<file path="src/rtl/scm_pkg.sv">
package scm_pkg;
  typedef enum logic [1:0] {
    OP_READ   = 2'd0,
    OP_SEND   = 2'd1,
    OP_STAGE  = 2'd2,
    OP_COMMIT = 2'd3
  } op_e;

  typedef enum logic [1:0] {
    SQ_IDLE,
    SQ_SCAN,
    SQ_LOAD,
    SQ_WAIT
  } seq_e;

  typedef enum logic [1:0] {
    TX_IDLE,
    TX_SHIFT,
    TX_GAP
  } tx_e;
endpackage

</file>
<file path="src/rtl/scm_shadow.sv">
module scm_shadow #(
  parameter int NUM_REGS = 16,
  parameter int DATA_W   = 14,
  parameter int HOST_W   = 16,
  parameter int ADDR_W   = 4,
  parameter logic [NUM_REGS*HOST_W-1:0] DEFAULTS = '0
) (
  input  logic                clk,
  input  logic                rst_n,
  input  logic                wr_en,
  input  logic [ADDR_W-1:0]   wr_addr,
  input  logic [DATA_W-1:0]   wr_data,
  input  logic                wr_dirty,
  input  logic                clr_en,
  input  logic [ADDR_W-1:0]   clr_addr,
  input  logic [ADDR_W-1:0]   rd_a_addr,
  output logic [DATA_W-1:0]   rd_a_data,
  input  logic [ADDR_W-1:0]   rd_b_addr,
  output logic [DATA_W-1:0]   rd_b_data,
  output logic [NUM_REGS-1:0] dirty
);
  logic [DATA_W-1:0] mem [NUM_REGS];

  always_ff @(posedge clk) begin
    if (!rst_n) begin
      for (int i = 0; i < NUM_REGS; i++) begin
        mem[i]   <= DEFAULTS[i*HOST_W +: DATA_W];
        dirty[i] <= 1'b1;
      end
    end else begin
      for (int i = 0; i < NUM_REGS; i++) begin
        if (wr_en && wr_addr == ADDR_W'(i)) begin
          mem[i]   <= wr_data;
          dirty[i] <= wr_dirty;
        end else if (clr_en && clr_addr == ADDR_W'(i)) begin
          dirty[i] <= 1'b0;
        end
      end
    end
  end

  assign rd_a_data = mem[rd_a_addr];
  assign rd_b_data = mem[rd_b_addr];
endmodule

</file>
<file path="src/rtl/scm_spi_frame.sv">
module scm_spi_frame
  import scm_pkg::*;
#(
  parameter int FRAME_W  = 9,
  parameter int WORD_W   = 18,
  parameter int SCK_HALF = 2
) (
  input  logic              clk,
  input  logic              rst_n,
  input  logic              start,
  input  logic [WORD_W-1:0] word,
  output logic              done,
  output logic              sck,
  output logic              cs_n,
  output logic              mosi
);
  localparam int DIV_W = (SCK_HALF > 1) ? $clog2(SCK_HALF) : 1;
  localparam int BIT_W = $clog2(FRAME_W);

  tx_e                state;
  logic [DIV_W-1:0]   divcnt;
  logic [BIT_W-1:0]   bitcnt;
  logic [FRAME_W-1:0] sh;
  logic [FRAME_W-1:0] lo_part;
  logic               second;
  logic               tick;

  assign tick = (divcnt == DIV_W'(SCK_HALF - 1));
  assign mosi = cs_n ? 1'b0 : sh[FRAME_W-1];

  always_ff @(posedge clk) begin
    if (!rst_n) begin
      state   <= TX_IDLE;
      divcnt  <= '0;
      bitcnt  <= '0;
      sh      <= '0;
      lo_part <= '0;
      second  <= 1'b0;
      sck     <= 1'b0;
      cs_n    <= 1'b1;
      done    <= 1'b0;
    end else begin
      done <= 1'b0;
      if (state == TX_IDLE) begin
        if (start) begin
          sh      <= word[WORD_W-1 -: FRAME_W];
          lo_part <= word[FRAME_W-1:0];
          cs_n    <= 1'b0;
          sck     <= 1'b0;
          bitcnt  <= '0;
          second  <= 1'b0;
          divcnt  <= '0;
          state   <= TX_SHIFT;
        end
      end else begin
        divcnt <= tick ? '0 : divcnt + DIV_W'(1);
        if (tick) begin
          if (state == TX_SHIFT) begin
            if (!sck) begin
              sck <= 1'b1;
            end else begin
              sck <= 1'b0;
              if (bitcnt == BIT_W'(FRAME_W - 1)) begin
                cs_n  <= 1'b1;
                state <= TX_GAP;
              end else begin
                sh     <= sh << 1;
                bitcnt <= bitcnt + BIT_W'(1);
              end
            end
          end else begin
            if (!second) begin
              second <= 1'b1;
              sh     <= lo_part;
              cs_n   <= 1'b0;
              bitcnt <= '0;
              state  <= TX_SHIFT;
            end else begin
              state <= TX_IDLE;
              done  <= 1'b1;
            end
          end
        end
      end
    end
  end
endmodule

</file>
<file path="src/rtl/scm_sequencer.sv">
module scm_sequencer
  import scm_pkg::*;
#(
  parameter int NUM_REGS = 16,
  parameter int DATA_W   = 14,
  parameter int ADDR_W   = 4
) (
  input  logic                       clk,
  input  logic                       rst_n,
  input  logic                       req_fire,
  input  logic [1:0]                 req_op,
  input  logic [ADDR_W-1:0]          req_addr,
  input  logic [NUM_REGS-1:0]        dirty,
  input  logic [DATA_W-1:0]          cur_data,
  output logic [ADDR_W-1:0]          cur_addr,
  output logic                       tx_start,
  output logic [DATA_W+ADDR_W-1:0]   tx_word,
  input  logic                       tx_done,
  output logic                       clr_en,
  output logic                       busy
);
  localparam logic [ADDR_W-1:0] LAST = ADDR_W'(NUM_REGS - 1);

  seq_e              state;
  logic [ADDR_W-1:0] idx;
  logic              one_shot;

  assign cur_addr = idx;
  assign tx_word  = {cur_data, idx};
  assign tx_start = (state == SQ_LOAD) || (state == SQ_SCAN && dirty[idx]);
  assign clr_en   = (state == SQ_WAIT) && tx_done && !one_shot;
  assign busy     = (state != SQ_IDLE);

  always_ff @(posedge clk) begin
    if (!rst_n) begin
      state    <= SQ_SCAN;
      idx      <= '0;
      one_shot <= 1'b0;
    end else begin
      case (state)
        SQ_IDLE: begin
          if (req_fire && req_op == OP_COMMIT) begin
            idx      <= '0;
            one_shot <= 1'b0;
            state    <= SQ_SCAN;
          end else if (req_fire && req_op == OP_SEND) begin
            idx      <= req_addr;
            one_shot <= 1'b1;
            state    <= SQ_LOAD;
          end
        end
        SQ_SCAN: begin
          if (dirty[idx]) begin
            state <= SQ_WAIT;
          end else if (idx == LAST) begin
            state <= SQ_IDLE;
          end else begin
            idx <= idx + ADDR_W'(1);
          end
        end
        SQ_LOAD: state <= SQ_WAIT;
        SQ_WAIT: begin
          if (tx_done) begin
            if (one_shot || idx == LAST) begin
              state <= SQ_IDLE;
            end else begin
              idx   <= idx + ADDR_W'(1);
              state <= SQ_SCAN;
            end
          end
        end
        default: state <= SQ_IDLE;
      endcase
    end
  end
endmodule

</file>
<file path="src/rtl/shadow_commit_engine.sv">
module shadow_commit_engine
  import scm_pkg::*;
#(
  parameter int NUM_REGS = 16,
  parameter int DATA_W   = 14,
  parameter int HOST_W   = 16,
  parameter int FRAME_W  = 9,
  parameter int SCK_HALF = 2,
  parameter logic [NUM_REGS*HOST_W-1:0] DEFAULTS = {
    16'h0E21, 16'h1B44, 16'h0A5A, 16'h3C0F, 16'h2222, 16'h1111, 16'h0F0F, 16'h3FFF,
    16'h0001, 16'h2468, 16'h1357, 16'h0ACE, 16'h3210, 16'h1F80, 16'h0642, 16'h2BCD
  }
) (
  input  logic                          clk,
  input  logic                          rst_n,
  input  logic                          req_valid,
  output logic                          req_ready,
  input  logic [1:0]                    req_op,
  input  logic [$clog2(NUM_REGS)-1:0]   req_addr,
  input  logic [HOST_W-1:0]             req_data,
  output logic                          rd_valid,
  output logic [HOST_W-1:0]             rd_data,
  output logic                          busy,
  output logic                          spi_sck,
  output logic                          spi_cs_n,
  output logic                          spi_mosi
);
  localparam int ADDR_W = $clog2(NUM_REGS);
  localparam int WORD_W = DATA_W + ADDR_W;

  logic                accept;
  logic                wr_en;
  logic [DATA_W-1:0]   rd_a_data;
  logic [DATA_W-1:0]   cur_data;
  logic [ADDR_W-1:0]   cur_addr;
  logic [NUM_REGS-1:0] dirty;
  logic                clr_en;
  logic                tx_start;
  logic                tx_done;
  logic [WORD_W-1:0]   tx_word;
  logic                unused_hi;

  assign unused_hi = ^req_data[HOST_W-1:DATA_W];
  assign req_ready = !busy;
  assign accept    = req_valid && req_ready;
  assign wr_en     = accept && (req_op == OP_SEND || req_op == OP_STAGE);

  scm_shadow #(
    .NUM_REGS (NUM_REGS),
    .DATA_W   (DATA_W),
    .HOST_W   (HOST_W),
    .ADDR_W   (ADDR_W),
    .DEFAULTS (DEFAULTS)
  ) shadow_i (
    .clk       (clk),
    .rst_n     (rst_n),
    .wr_en     (wr_en),
    .wr_addr   (req_addr),
    .wr_data   (req_data[DATA_W-1:0]),
    .wr_dirty  (req_op == OP_STAGE),
    .clr_en    (clr_en),
    .clr_addr  (cur_addr),
    .rd_a_addr (req_addr),
    .rd_a_data (rd_a_data),
    .rd_b_addr (cur_addr),
    .rd_b_data (cur_data),
    .dirty     (dirty)
  );

  scm_sequencer #(
    .NUM_REGS (NUM_REGS),
    .DATA_W   (DATA_W),
    .ADDR_W   (ADDR_W)
  ) seq_i (
    .clk      (clk),
    .rst_n    (rst_n),
    .req_fire (accept),
    .req_op   (req_op),
    .req_addr (req_addr),
    .dirty    (dirty),
    .cur_data (cur_data),
    .cur_addr (cur_addr),
    .tx_start (tx_start),
    .tx_word  (tx_word),
    .tx_done  (tx_done),
    .clr_en   (clr_en),
    .busy     (busy)
  );

  scm_spi_frame #(
    .FRAME_W  (FRAME_W),
    .WORD_W   (WORD_W),
    .SCK_HALF (SCK_HALF)
  ) spi_i (
    .clk   (clk),
    .rst_n (rst_n),
    .start (tx_start),
    .word  (tx_word),
    .done  (tx_done),
    .sck   (spi_sck),
    .cs_n  (spi_cs_n),
    .mosi  (spi_mosi)
  );

  always_ff @(posedge clk) begin
    if (!rst_n) begin
      rd_valid <= 1'b0;
      rd_data  <= '0;
    end else begin
      rd_valid <= accept && req_op == OP_READ;
      if (accept && req_op == OP_READ) begin
        rd_data <= HOST_W'(rd_a_data);
      end
    end
  end
endmodule

</file>
<file path="config.mk">
export PLATFORM = sky130hd
export DESIGN_NAME = shadow_commit_engine
export DESIGN_NICKNAME = d
export VERILOG_FILES = /design/src/rtl/scm_pkg.sv /design/src/rtl/scm_shadow.sv /design/src/rtl/scm_spi_frame.sv /design/src/rtl/scm_sequencer.sv /design/src/rtl/shadow_commit_engine.sv
export SDC_FILE = /design/constraint.sdc
export NUM_CORES = 1
export LEC_CHECK = 0
export BUFFER_PORTS_ARGS = -buffer_cell sky130_fd_sc_hd__buf_2
export CORE_MARGIN = 4
export CORE_UTILIZATION = 54
export DETAILED_ROUTE_END_ITERATION = 6
export PLACE_DENSITY = 0.71
export SETUP_SLACK_MARGIN = 0.02
export SYNTH_ARGS = -nofsm -noshare
export SYNTH_HDL_FRONTEND = slang
export SYNTH_SLANG_ARGS = --single-unit
</file>
<file path="constraint.sdc">
create_clock -name clk -period 5.4 [get_ports clk]
set_clock_uncertainty 0.05 [all_clocks]
set_input_delay 0.54 -clock clk [delete_from_list [all_inputs] [get_ports clk]]
set_output_delay 0.54 -clock clk [all_outputs]
set_load 0.01 [all_outputs]
</file>
==> impl_metrics.ini <==
[synth]
synthSimpleGateAreaFrac = 0.1295
ys_seq_area_frac = 0.5476
synth_largest_area_cell = edfxtp_1
synth_adder_area_share = 0.008409
synth.area.top_cells = edfxtp_1, mux4_2, dfxtp_1
ys_dominant_reg_cell = edfxtp_1
async_flop_share = 0
synth_xor_area_frac = 0.001177
yosys_warnings = 0
synth_seq_cells = 295
synth_top_area_frac = 0.4521
syn_area_mm2 = 0.01488
synth_area_per_cell_um2 = 13.23
syn_inst = 1125
synthMuxAreaShare = 0.2141
synth_compound_area_frac = 0.06601
synth_edf_count = 224
synth_top_family_by_area = multiplexers
synth.distinct_cells = 74

[sta]
setup_violations = 0
slew_violations = 0
finalCritPeriodShare = 0.6267
tightestPinTransition_ps = 1250
post-route-min-period_ps = 3384
relSlewSlack = 0.1644
whs_ps = 214.3
fmaxAchievable_mhz = 295.5
setup_tns_ps = 0
layout_setup_ws_ps = 2016
rsz0062_at_grt = no
hold_viol = 0

[final_layout]
final_cell_area_mm2 = 0.01628
stdcell_count = 1499
diodes = 0
final_layout_size_suffix_gt1_frac = 0.2418
area.growth.synth_to_final_pct = 9.401
final_nets = 1169
fillers = 2124
final_util = 0.6023

[outcome]
outcome = completed

[worst_setup_path]
rrSetupSlack_ps = 2020
timing.rr.end = shadow_i.mem[1][5]
worstPathRequired_ps = 5540
end_kind = register
r2r_start = seq_i.state[0]
crit_fanout = 19
critPathLaunchType = register
crit_type = register to register
arrival_ps = 3520
worstRegToRegCells = 4

[power]
power.density_mw_per_mm2 = 350.1
vdd_ir_drop_max_v = 0.0002506
total_power_mw = 5.699
leakage_nw = 5.458

[route]
drc = 0
route.met2.wl_mm = 19.51
dr_wl_met3_mm = 5.201
viasPerCell = 6.799
dr.pass1.iters = 5
drt_iter0_drc = 1306
wl_per_cell_um = 28.54
drt_wl_total_mm = 42.77
drtAntennaViolNets = 0
vias = 10190
highest_layer = met4
wl_met1_mm = 16.25

[die]
die_w_um = 174.0
initial_core_util = 0.5506
core_mm2 = 0.02703
io_pins = 47
die_area_mm2 = 0.03027
die_y_um = 174.0
num_rows = 60

[clock_network]
ctsHoldBuffers = 0
cts_root_buf = clkbuf_16
insertion_delay_ps = 580
post_cts_buffers = 0
cts.sinks = 295
clk_pin_slew_ps = 60
htreeDepth = 1
cts.path.max_buffers = 3
cts_tree = done
post_cts_resize_count = 0
cts_inserted_buffers = 30

[place]
port_buffers = 42
dp_cells = 1443
place_ws_ps = 1762
dp_hpwl_mm = 26.74
routabilityCongestion = 0.8730
dpl-instance-area_mm2 = 0.01529

[global_route]
grt.overflow.total = 0
grt_pass1_vias = 9999
grt_start_max_net_pins = 78
grt_pass1_wl_mm = 64.02
antenna_found_initial = 1
grt_use_total = 0.2817

[hold_path]
hp-class = input pin to register
hold_path.startpoint = req_data[4]
hold_end = shadow_i.mem[5][4]
worstHoldPathCells = 2

[job]
maxCapViolations = 0
## worst max path at each step
stage	from	to	cells after the start
detailed placement	req_addr[1]	shadow_i.mem[2][8]	6
floorplan	req_addr[0]	shadow_i.mem[15][0]	5
global route	seq_i.state[0]	shadow_i.mem[1][11]	4
CTS	seq_i.state[0]	shadow_i.mem[1][11]	4
global placement	req_addr[1]	shadow_i.mem[2][7]	6
finish	seq_i.state[0]	shadow_i.mem[1][5]	4
## cells by family after synthesis
family / count (synthesis)
and+or+nand+nor: 391
DFF: 295
muxes: 179
AOI/OAI and AO/OA: 133
buffers and inverters: 114
adders and majority gates: 10
xor gates and xnor gates: 2
other: 1
## critical path, stage by stage, from the launching register on
cell	delay [ps]
dfxtp_1	500
nor3b_2	570
and4_1	420
nand2_1	560
nand2_1	890
## metal layers
metal  GRT usage  vias up
met5           0        -
met4      0.1046        0
met3     0.08134      111
met2      0.4335      656
met1      0.3861     5091
li1            -     4334
## registers in the layout, indices dropped and copies added (netlist names), named ones only
name,count
shadow_i.mem,224
shadow_i.dirty,16
rd_data,14
spi_i.lo_part,9
spi_i.sh,9
seq_i.cur_addr,4
spi_i.bitcnt,4
seq_i.state,2
spi_i.state,2
rd_valid,1
seq_i.one_shot,1
spi_i.cs_n,1
spi_i.divcnt,1
spi_i.done,1
spi_i.sck,1
spi_i.second,1
## cell usage in the layout (no fill, tap or decap), types with 4 or more instances in the layout
cell type  synthesis  layout
nor2b_1           16      16
a21oi_1           11      11
inv_1             33      33
o21ai_0           27      24
o211ai_1          15      15
nor3b_1            4       4
buf_4              3      17
clkinv_1           0       7
or2_2             50      50
a22o_1            24      24
ha_1              10      10
clkbuf_16          0      32
dfxtp_1           71      68
buf_2             23      40
and3_1             4       4
o22ai_1            8       8
nand2_1          115     115
nor2_1           102     102
clkbuf_1          36       5
o311ai_0           4       4
or3_1             13      13
edfxtp_1         224     224
a31oi_1            4       4
and2_1             5       5
nand4_1            6       6
o221ai_1          10      10
nand3_1           27      27
nor3_1            11      11
mux4_2           109     109
nand2b_1          15      15
mux2i_1           64      64
## final cells by class
cell class,count,area [um2],share of cell area
clock buffer,42,862.1,0.05296
tap,341,426.7,0.02621
clock inverter,14,126.4,0.007763
multi-input combinational,717,6260,0.3846
timing repair buffer,57,327.8,0.02014
inverter,33,123.9,0.007610
sequential,295,8152,0.5008
## synth_stat cells (3+ instances only)
| cell type | number |
|---|---|
| nor2b_1 | 16 |
| buf_6 | 3 |
| or2_1 | 3 |
| nand2_1 | 115 |
| o22ai_1 | 8 |
| o211ai_1 | 15 |
| or3_1 | 13 |
| o221ai_1 | 10 |
| nand3_1 | 27 |
| buf_1 | 16 |
| and2_1 | 5 |
| inv_1 | 33 |
| nor3b_1 | 4 |
| a22o_1 | 24 |
| and4_1 | 3 |
| o311ai_0 | 4 |
| mux2_2 | 3 |
| dfxtp_1 | 71 |
| edfxtp_1 | 224 |
| a21oi_1 | 11 |
| mux4_2 | 109 |
| nor2_1 | 102 |
| buf_4 | 3 |
| or2_2 | 50 |
| clkbuf_1 | 36 |
| nor3_1 | 11 |
| nand2b_1 | 15 |
| mux2i_1 | 64 |
| o21ai_0 | 27 |
| ha_1 | 10 |
| buf_2 | 23 |
| nand4_1 | 6 |
| a31oi_1 | 4 |
| and3_1 | 4 |
## power breakdown
group	internal [mW]	switching (mW)
Clock	1.21	0.881
Sequential	2.57	0.162
Combinational	0.394	0.491
Total	4.17	1.53
(Power assumes the default switching activity.)
